--- src/rtl/pix_fmt_pkg.sv ---
package pix_fmt_pkg;
  localparam int COMP_W = 12;
  localparam int BUS_W  = 24;
  localparam int CODE_W = 8;
  localparam int HI_W   = 8;
  localparam int LO_W   = COMP_W - HI_W;
  localparam int IDX_W  = 2;

  typedef enum logic [3:0] {
    MD_OFF, MD_N8, MD_N12, MD_W16, MD_W24, MD_RGB, MD_D8, MD_D12, MD_DRGB
  } fmtMode_e;

  typedef struct packed {
    logic active;     // data-enable high in a recognised mode
    logic pickLuma;   // narrow modes: this word carries luma
    logic pickCr;     // chroma word is Cr rather than Cb
    logic pairStore;  // DDR RGB: even pixel, keep it
    logic pairLoad;   // DDR RGB: odd pixel, update both phase words
    logic modeKnown;  // format code recognised
  } fmtStrobe_t;

  typedef logic [BUS_W-1:0] busWord_t;

  function automatic fmtMode_e decodeCode(input logic [CODE_W-1:0] code);
    case (code)
      8'h00:   return MD_N8;
      8'h0A:   return MD_N12;
      8'h80:   return MD_W16;
      8'h8A:   return MD_W24;
      8'h40:   return MD_RGB;
      8'h20:   return MD_D8;
      8'h2A:   return MD_D12;
      8'h60:   return MD_DRGB;
      default: return MD_OFF;
    endcase
  endfunction

  function automatic busWord_t enableMask(input fmtMode_e mode);
    case (mode)
      MD_N8, MD_D8:                  return 24'h00FF00;
      MD_N12, MD_D12:                return 24'hF0FF00;
      MD_W16:                        return 24'h00FFFF;
      MD_W24, MD_RGB, MD_DRGB:       return 24'hFFFFFF;
      default:                       return '0;
    endcase
  endfunction
endpackage

--- src/rtl/pix_fmt_ctrl.sv ---
module pix_fmt_ctrl
  import pix_fmt_pkg::*;
#(
  parameter int IDX_BITS = IDX_W
) (
  input  logic              clk,
  input  logic              rstN,
  input  logic [CODE_W-1:0] fmtCode,
  input  logic              inDe,
  output fmtMode_e          mode,
  output fmtStrobe_t        strobe
);
  logic                prevDe;
  logic [IDX_BITS-1:0] idxQ;
  logic [IDX_BITS-1:0] idxCur;
  logic                narrow;
  logic                ddrRgb;

  always_comb begin
    mode   = decodeCode(fmtCode);
    idxCur = prevDe ? idxQ : '0;
    narrow = (mode == MD_N8) || (mode == MD_N12);
    ddrRgb = (mode == MD_DRGB);

    strobe.modeKnown = (mode != MD_OFF);
    strobe.active    = inDe && (mode != MD_OFF);
    strobe.pickLuma  = narrow && idxCur[0];
    strobe.pickCr    = narrow ? idxCur[1] : idxCur[0];
    strobe.pairStore = inDe && ddrRgb && !idxCur[0];
    strobe.pairLoad  = inDe && ddrRgb && idxCur[0];
  end

  always_ff @(posedge clk or negedge rstN) begin
    if (!rstN) begin
      prevDe <= 1'b0;
      idxQ   <= '0;
    end else begin
      prevDe <= inDe;
      if (inDe) idxQ <= idxCur + 1'b1;
    end
  end
endmodule

--- src/rtl/pix_fmt_datapath.sv ---
module pix_fmt_datapath
  import pix_fmt_pkg::*;
(
  input  logic              clk,
  input  logic              rstN,
  input  fmtMode_e          mode,
  input  fmtStrobe_t        strobe,
  input  logic              inHs,
  input  logic              inVs,
  input  logic              inDe,
  input  logic [COMP_W-1:0] lumaG,
  input  logic [COMP_W-1:0] cbB,
  input  logic [COMP_W-1:0] crR,
  input  logic              ddrPhase,
  output logic [BUS_W-1:0]  pixOut,
  output logic [BUS_W-1:0]  pixOe,
  output logic              hsOut,
  output logic              vsOut,
  output logic              deOut
);
  busWord_t riseQ, fallQ, holdQ, oeQ;
  busWord_t riseN, fallN;
  busWord_t rgbWord;
  logic [COMP_W-1:0] chroma, narrowWord;
  logic [2:0] syncQ;

  // upper component bits on the middle lane, low bits optionally on top nibble
  function automatic busWord_t packNarrow(input logic [COMP_W-1:0] w, input logic withLow);
    busWord_t r;
    r = '0;
    r[15:8] = w[COMP_W-1:LO_W];
    if (withLow) r[23:20] = w[LO_W-1:0];
    return r;
  endfunction

  function automatic busWord_t packWide(input logic [COMP_W-1:0] y,
                                        input logic [COMP_W-1:0] c,
                                        input logic withLow);
    busWord_t r;
    r = '0;
    r[15:8] = y[COMP_W-1:LO_W];
    r[7:0]  = c[COMP_W-1:LO_W];
    if (withLow) begin
      r[23:20] = y[LO_W-1:0];
      r[19:16] = c[LO_W-1:0];
    end
    return r;
  endfunction

  function automatic busWord_t packRgb(input logic [COMP_W-1:0] g,
                                       input logic [COMP_W-1:0] b,
                                       input logic [COMP_W-1:0] r);
    return {r[COMP_W-1:LO_W], g[COMP_W-1:LO_W], b[COMP_W-1:LO_W]};
  endfunction

  always_comb begin
    chroma     = strobe.pickCr ? crR : cbB;
    narrowWord = strobe.pickLuma ? lumaG : chroma;
    rgbWord    = packRgb(lumaG, cbB, crR);
    riseN      = riseQ;
    fallN      = fallQ;
    if (!strobe.active) begin
      riseN = '0;
      fallN = '0;
    end else begin
      case (mode)
        MD_N8: begin
          riseN = packNarrow(narrowWord, 1'b0);
          fallN = riseN;
        end
        MD_N12: begin
          riseN = packNarrow(narrowWord, 1'b1);
          fallN = riseN;
        end
        MD_W16: begin
          riseN = packWide(lumaG, chroma, 1'b0);
          fallN = riseN;
        end
        MD_W24: begin
          riseN = packWide(lumaG, chroma, 1'b1);
          fallN = riseN;
        end
        MD_RGB: begin
          riseN = rgbWord;
          fallN = rgbWord;
        end
        MD_D8: begin
          riseN = packNarrow(chroma, 1'b0);
          fallN = packNarrow(lumaG, 1'b0);
        end
        MD_D12: begin
          riseN = packNarrow(chroma, 1'b1);
          fallN = packNarrow(lumaG, 1'b1);
        end
        MD_DRGB: begin
          if (strobe.pairLoad) begin
            riseN = holdQ;
            fallN = rgbWord;
          end
        end
        default: begin
          riseN = '0;
          fallN = '0;
        end
      endcase
    end
  end

  always_ff @(posedge clk or negedge rstN) begin
    if (!rstN) begin
      riseQ <= '0;
      fallQ <= '0;
      holdQ <= '0;
      oeQ   <= '0;
      syncQ <= '0;
    end else begin
      riseQ <= riseN;
      fallQ <= fallN;
      if (strobe.pairStore) holdQ <= rgbWord;
      oeQ   <= enableMask(mode);
      syncQ <= strobe.modeKnown ? {inHs, inVs, inDe} : 3'b000;
    end
  end

  // per-pin phase multiplexer
  for (genvar b = 0; b < BUS_W; b++) begin : g_phaseMux
    assign pixOut[b] = ddrPhase ? riseQ[b] : fallQ[b];
  end

  assign pixOe = oeQ;
  assign hsOut = syncQ[2];
  assign vsOut = syncQ[1];
  assign deOut = syncQ[0];
endmodule

--- src/rtl/pix_out_formatter.sv ---
module pix_out_formatter (
  input  logic        clk,
  input  logic        rstN,
  input  logic [7:0]  fmtCode,
  input  logic        inDe,
  input  logic        inHs,
  input  logic        inVs,
  input  logic [11:0] lumaG,
  input  logic [11:0] cbB,
  input  logic [11:0] crR,
  input  logic        ddrPhase,
  output logic [23:0] pixOut,
  output logic [23:0] pixOe,
  output logic        hsOut,
  output logic        vsOut,
  output logic        deOut
);
  import pix_fmt_pkg::*;

  fmtMode_e   mode;
  fmtStrobe_t strobe;

  pix_fmt_ctrl u_ctrl (
    .clk     (clk),
    .rstN    (rstN),
    .fmtCode (fmtCode),
    .inDe    (inDe),
    .mode    (mode),
    .strobe  (strobe)
  );

  pix_fmt_datapath u_dp (
    .clk      (clk),
    .rstN     (rstN),
    .mode     (mode),
    .strobe   (strobe),
    .inHs     (inHs),
    .inVs     (inVs),
    .inDe     (inDe),
    .lumaG    (lumaG),
    .cbB      (cbB),
    .crR      (crR),
    .ddrPhase (ddrPhase),
    .pixOut   (pixOut),
    .pixOe    (pixOe),
    .hsOut    (hsOut),
    .vsOut    (vsOut),
    .deOut    (deOut)
  );
endmodule

--- config.mk ---
export PLATFORM = sky130hd
export DESIGN_NAME = pix_out_formatter
export DESIGN_NICKNAME = d
export VERILOG_FILES = /design/src/rtl/pix_fmt_pkg.sv /design/src/rtl/pix_fmt_ctrl.sv /design/src/rtl/pix_fmt_datapath.sv /design/src/rtl/pix_out_formatter.sv
export SDC_FILE = /design/constraint.sdc
export NUM_CORES = 1
export LEC_CHECK = 0
export ABC_AREA = 1
export ABC_CLOCK_PERIOD_IN_PS = 3000
export BUFFER_PORTS_ARGS = -buffer_cell sky130_fd_sc_hd__buf_4
export CORE_MARGIN = 2
export CORE_UTILIZATION = 60
export DETAILED_ROUTE_END_ITERATION = 16
export GPL_ROUTABILITY_DRIVEN = 0
export GPL_TIMING_DRIVEN = 0
export PLACE_DENSITY = 0.87
export SYNTH_ARGS = -nofsm -noshare
export SYNTH_HDL_FRONTEND = slang
export SYNTH_SLANG_ARGS = --single-unit
--- constraint.sdc ---
create_clock -name clk -period 3 [get_ports clk]
set_clock_uncertainty 0.15 [all_clocks]
set_input_delay 0.15 -clock clk [delete_from_list [all_inputs] [get_ports clk]]
set_output_delay 0.15 -clock clk [all_outputs]
set_load 0.01 [all_outputs]
# Yosys cells after proc, flatten, opt, wreduce, memory -nomap -nowiden

Memories as Yosys holds them, arrays and structs flattened. A register that Yosys moved wholly into a read port is not among the register bits.
Index checks and enable logic that the tools add are counted.

Register bits: 78
Memory bits (read-only): 384
Output and inout port bits: 51
Logic and storage cells: 70
Memories kept: 1

Memories:

| memory          | depth | bits a word | rd ports | clocked after memory_dff | write ports | line              | text |
|---|---|---|---|---|---|---|---|
| (no name shown) | 16    | 24          | 1        | 1                        | 0           | pix_fmt_pkg.sv:39 | `case (mode)` |

$add $sub $neg: 1
Equality and inequality tests: 16
Mux-type cells: 36
Reduce and logical (&&, ||, !) cells: 10

Operators by type and width:

| kind                                           | number |
|---|---|
| one-hot mux 24 bit (8 select lines)            | 2 |
| 2-to-1 mux 24 bit                              | 4 |
| one-hot mux 4 bit (8 select lines)             | 1 |
| 2-to-1 mux 1 bit                               | 25 |
| 2-to-1 mux 12 bit                              | 2 |
| == test 4 x 3 -> 1 bit (second input constant) | 4 |
| == test 8 x 6 -> 1 bit (second input constant) | 2 |
| == test 8 x 7 -> 1 bit (second input constant) | 2 |
| == test 8 bit (second input constant)          | 2 |
| == test 4 x 2 -> 1 bit (second input constant) | 2 |
| == test 8 x 4 -> 1 bit (second input constant) | 1 |
| logical NOT 8 bit                              | 1 |
| logical AND 1 bit                              | 5 |
| == test 4 x 1 -> 1 bit (second input constant) | 1 |
| == test 4 bit (second input constant)          | 1 |
| nonzero test 4 bit                             | 1 |
| 2-to-1 mux 3 bit                               | 1 |
| inequality test 3 bit (second input constant)  | 1 |
| adder 2 x 1 -> 2 bit (second input constant)   | 1 |
| logical NOT 1 bit                              | 2 |
| 2-to-1 mux 2 bit                               | 1 |
| logical OR 1 bit                               | 1 |

# Logic depth before layout (Yosys ltp)

Depth in word-level cells: 9
Depth in mapped cells: 15
Gate-level depth less buffers: 14

# Hierarchy

A second synthesis with hierarchy kept.

Cell total of the unflattened synthesis: 738
Area, all modules: 5,134.9 um^2

Modules (own cells, without submodules):

| module           | times used | cells each | area an instance (um^2) | sequential area each (um^2) |
|---|---|---|---|---|
| pix_fmt_datapath | 1          | 674        | 4,735.8                 | 1,976.9 |
| pix_fmt_ctrl     | 1          | 64         | 399.1                   | 75.1 |

# Worst setup path before layout

Ideal clock, no wire load.

Path type: register to register
Start point: register u_ctrl.idxQ[0]
End point: register u_dp.riseQ[10]
Arrival: 1.378 ns
Data required time: 2.734 ns
Path slack: 1.356 ns
Stages on the path, launching flop included: 12
Path buffers: 0
Clock period less this slack: 1.644 ns
Cells stage by stage: dfrtp_1 -> nand2_1 -> inv_1 -> nand3_1 -> nand2_1 -> nand2_1 -> nand2_1 -> nand2_1 -> nand2_1 -> nand3_1 -> nand2_1 -> nand2_1

Word-level cells in the longest chain between the ends: 6

Ends and longest elaborated chain:

| what                                | line                    | text |
|---|---|---|
| start: declaration                  | pix_fmt_ctrl.sv:14      | `logic [IDX_BITS-1:0] idxQ;` |
| start signal: assignment            | pix_fmt_ctrl.sv:39      | `if (inDe) idxQ <= idxCur + 1'b1;` |
| 2-to-1 mux 2 bit *                  | pix_fmt_ctrl.sv:21      | `idxCur = prevDe ? idxQ : '0;` |
| 2-to-1 mux 1 bit                    | pix_fmt_ctrl.sv:28      | `strobe.pickCr = narrow ? idxCur[1] : idxCur[0];` |
| 2-to-1 mux 12 bit                   | pix_fmt_datapath.sv:57  | `chroma = strobe.pickCr ? crR : cbB;` |
| 2-to-1 mux 12 bit                   | pix_fmt_datapath.sv:58  | `narrowWord = strobe.pickLuma ? lumaG : chroma;` |
| one-hot mux 24 bit (8 select lines) | pix_fmt_datapath.sv:66  | `case (mode)` |
| 2-to-1 mux 24 bit                   | pix_fmt_datapath.sv:62  | `if (!strobe.active) begin` |
| end signal: assignment              | pix_fmt_datapath.sv:117 | `riseQ <= riseN;` |
| end: declaration                    | pix_fmt_datapath.sv:21  | `busWord_t riseQ, fallQ, holdQ, oeQ;` |

Mark *: on every way between the ends. The rest lies on a longest branch, timed or not.
A chain may end at the register's enable or synchronous reset.

# Worst setup path in the final report

Start point: register u_ctrl.idxQ[0]
End point: register u_dp.riseQ[5]

Word-level cells in the longest chain between the ends: 5

Ends and longest elaborated chain:

| what                                | line |
|---|---|
| 2-to-1 mux 2 bit *                  | pix_fmt_ctrl.sv:21 |
| 2-to-1 mux 1 bit                    | pix_fmt_ctrl.sv:28 |
| 2-to-1 mux 12 bit                   | pix_fmt_datapath.sv:57 |
| one-hot mux 24 bit (8 select lines) | pix_fmt_datapath.sv:66 |
| 2-to-1 mux 24 bit                   | pix_fmt_datapath.sv:62 |

Marks and branches as above.

==> flow_metrics.py <==
metrics = {
    "cts": {
        "htree_levels": 3,
        "numCtsBuffers": 9,
        "cts_tree": "built",
        "cts_sinks": 82,
        "ctsResizeCount": 0,
        "cts_buffer_depth": 2,
        "postCtsSetupBuffers": 0,
        "cts.clk_slew.worst_paths_ps": 90,
        "ctsHoldBuffers": 27,
        "clk-insertion-delay-late_ps": 360,
        "cts-root-buf": "clkbuf_8",
    },
    "grt": {
        "antenna_found_initial": 0,
        "grt-ovfl-total": 0,
        "grt_pass1_wl_mm": 24.6,
        "first_global_vias": 5248,
        "grt_max_degree": 83,
        "grt_util_all_layers_pct": 36.1,
    },
    "sta": {
        "max_freq_mhz": 431,
        "hold_viol": 1,
        "rsz0062_at_grt": "false",
        "setup_tns_ps": 0,
        "hold_ws_ps": -2.52,
        "finalWorstPathRequiredPeriod_ps": 2320,
        "tightest_slew_ps": 1050,
        "period_share_pct": 77.3,
        "setup_viol_count_final": 0,
        "slew_headroom_pct": 30.1,
        "slew_violations": 0,
    },
    "die": {
        "die_w_um": 94.5,
        "initial_core_util_pct": 60.7,
        "pin_count": 101,
        "die_area_um2": 8930,
        "die-height_um": 94.5,
        "rows": 33,
        "coreArea_um2": 8090,
    },
    "worst_setup_path": {
        "cp.required_ps": 3090,
        "worst-path-max-fanout": 8,
        "path_class": "flop to flop",
        "arrival_ps": 2410,
        "endpoint_kind": "flop",
        "startpoint_type": "flop",
    },
    "yosys": {
        "post_synth.cell_area_avg_um2": 7.02,
        "ys_seq_area_share_pct": 41.8,
        "synth_warnings": 0,
        "syn_inst": 700,
        "synth_nets": 750,
        "ys_seq_elements": 82,
        "syn-cell-area_um2": 4910,
        "netlist-cell-type-count": 30,
    },
    "pwr": {
        "ir_drop_mv": 0.208,
        "p_seq_share_pct": 50.3,
        "leakagePower_nw": 3.45,
        "finalPower_w": 0.00228,
        "power_density_nw_per_um2": 364,
        "p_int_w": 0.00166,
        "comb_power_share_pct": 13.5,
        "p_sw_w": 0.000619,
        "swShare_pct": 27.2,
        "clkPwrFrac_pct": 36.2,
    },
    "place": {
        "port_buffers": 99,
        "dp_hpwl_mm": 10.7,
    },
    "hold_path": {
        "hold_path.class": "input pin to flop",
    },
    "routing": {
        "wl_per_cell_um": 16.3,
        "drt_iter0_drc": 522,
        "vias": 5397,
        "first_pass_iters": 7,
        "via_per_inst": 5.71,
        "ant_nets": 0,
        "drc_errors": 0,
        "wirelength_mm": 15.4,
    },
    "status": {
        "status": "complete, but fails checks",
        "violations": "hold timing",
    },
    "layout": {
        "fill_cells": 606,
        "drive_gt1_share_pct": 21.0,
        "area_growth_pct": 27.2,
        "nets": 887,
        "antenna_cells": 0,
    },
    "flow_run": {
        "maxCapViolCount": 0,
    },
}
state kept, by name (all words and copies together), names as in the netlist:
| signal | cells |
|---|---|
| u_dp.fallQ | 24 |
| u_dp.syncQ | 3 |
| u_dp.holdQ | 24 |
| u_ctrl.idxQ | 2 |
| u_ctrl.prevDe | 1 |
| u_dp.pixOe | 4 |
| u_dp.riseQ | 24 |
final cells by class:
type / count / area [um2] / share of cell area (%)
plain buffers: 45 / 272 / 4.34
clock inverters: 4 / 51.3 / 0.820
clock buffers: 11 / 141 / 2.26
well taps: 105 / 131 / 2.10
repair buffers: 126 / 1010 / 16.2
inverters: 91 / 344 / 5.50
flip-flops and latches: 82 / 2050 / 32.8
multi-input cells: 482 / 2250 / 35.9
power by group through the flow:
stage / clock (W) / sequential, W / combinational [W]
global placement: 0 / 0.00116 / 0.000257
detailed placement: 0 / 0.00117 / 0.000267
global route: 0.000857 / 0.00115 / 0.000333
CTS: 0.000819 / 0.00115 / 0.000298
floorplan: 0 / 0.00116 / 0.000129
finish: 0.000824 / 0.00115 / 0.000307
path summary, 6_finish.rpt:
check / start / to / slack, ps / depth (start not counted)
setup / recovery: u_ctrl.idxQ[0] / u_dp.riseQ[5] / 680 / 9
max in group asynchronous: rstN / u_dp.riseQ[22] / 1660 / 2
min in group asynchronous: rstN / u_dp.riseQ[5] / 360 / 2
hold reg to reg: u_dp.riseQ[22] / u_dp.riseQ[22] / 330 / 2
setup reg to reg: u_ctrl.idxQ[0] / u_dp.riseQ[5] / 680 / 9
hold / removal: cbB[8] / u_dp.holdQ[4] / -3 / 3
critical path: stages (launching register included):
cell	delay (ps)
dfrtp_1	360
nand2_1	190
inv_1	220
nand3_1	200
nand2_1	320
nand2_1	200
nand3_1	150
o21ai_0	110
o21ai_1	220
nand2_1	80
layout by cell type, fill, tap and decap left out, types with 12 or more instances in the layout:
cell type | netlist | layout
nand2_1 | 263 | 263
buf_4 | 20 | 119
dfrtp_1 | 82 | 82
inv_1 | 76 | 76
o21ai_0 | 64 | 64
nand3_1 | 49 | 49
nor2_1 | 37 | 37
dlygate4sd3_1 | 0 | 27
clkbuf_1 | 18 | 19
inv_2 | 14 | 14
a22oi_1 | 13 | 13
o21ai_1 | 12 | 12
synthesized netlist by cell type:
| cell type | n | area share (%) |
|---|---|---|
| nor3_1 | 1 | 0.10 |
| o221ai_1 | 2 | 0.36 |
| clkbuf_1 | 18 | 1.4 |
| o22ai_1 | 3 | 0.38 |
| nand3_2 | 2 | 0.41 |
| nand3b_1 | 5 | 0.76 |
| o31ai_1 | 1 | 0.15 |
| nor2_2 | 2 | 0.25 |
| o21ai_1 | 12 | 1.2 |
| a22oi_1 | 13 | 2.0 |
| nand2_2 | 5 | 0.64 |
| nor2_8 | 2 | 0.81 |
| nand2_4 | 2 | 0.46 |
| nand4_1 | 2 | 0.25 |
| nand3_4 | 1 | 0.36 |
| buf_4 | 20 | 3.1 |
| buf_6 | 3 | 0.69 |
| o21ai_0 | 64 | 6.5 |
| inv_4 | 1 | 0.13 |
| nand3_1 | 49 | 5.0 |
| dfrtp_1 | 82 | 42 |
| buf_2 | 4 | 0.41 |
| nor2_4 | 3 | 0.69 |
| inv_1 | 76 | 5.8 |
| o211ai_1 | 8 | 1.2 |
| inv_2 | 14 | 1.1 |
| mux2_2 | 4 | 0.92 |
| nor3_4 | 1 | 0.33 |
| nor2_1 | 37 | 2.8 |
| nand2_1 | 263 | 20 |
through the flow:
step | cell area (um2) | cells | setup slack, ps | utilization, %
2_1_floorplan | 4910 | 700 | 1360 | -
3_3_place_gp | 5790 | 904 | 752 | 71.5
3_5_place_dp | 5790 | 904 | 747 | 71.5
4_1_cts | 6250 | 946 | 845 | 77.3
5_1_grt | 6250 | 946 | 654 | 77.3
6_report | 6250 | 946 | 682 | 77.3
routing by layer:
metal  vias up  GRT usage, %  share of wire [%]  wire length (um)
li1       2450             -                  -                 -
met1      2503          45.4                 37              5720
met2       365          59.3                 48              7460
met3        79          6.07                 10              1600
met4         0          20.3                4.1               639
met5         -             0                  0                 0
logic make-up (layout without fill, tap and decap cells):
logic type	count (synthesis)	in the layout	share of synthesized area, %
simple gates	375	375	33.0
buf+inv	136	277	12.5
mux	4	4	0.916
compound gates	103	103	11.8
flops	82	82	41.8
Power figures use the tool's default switching activity.
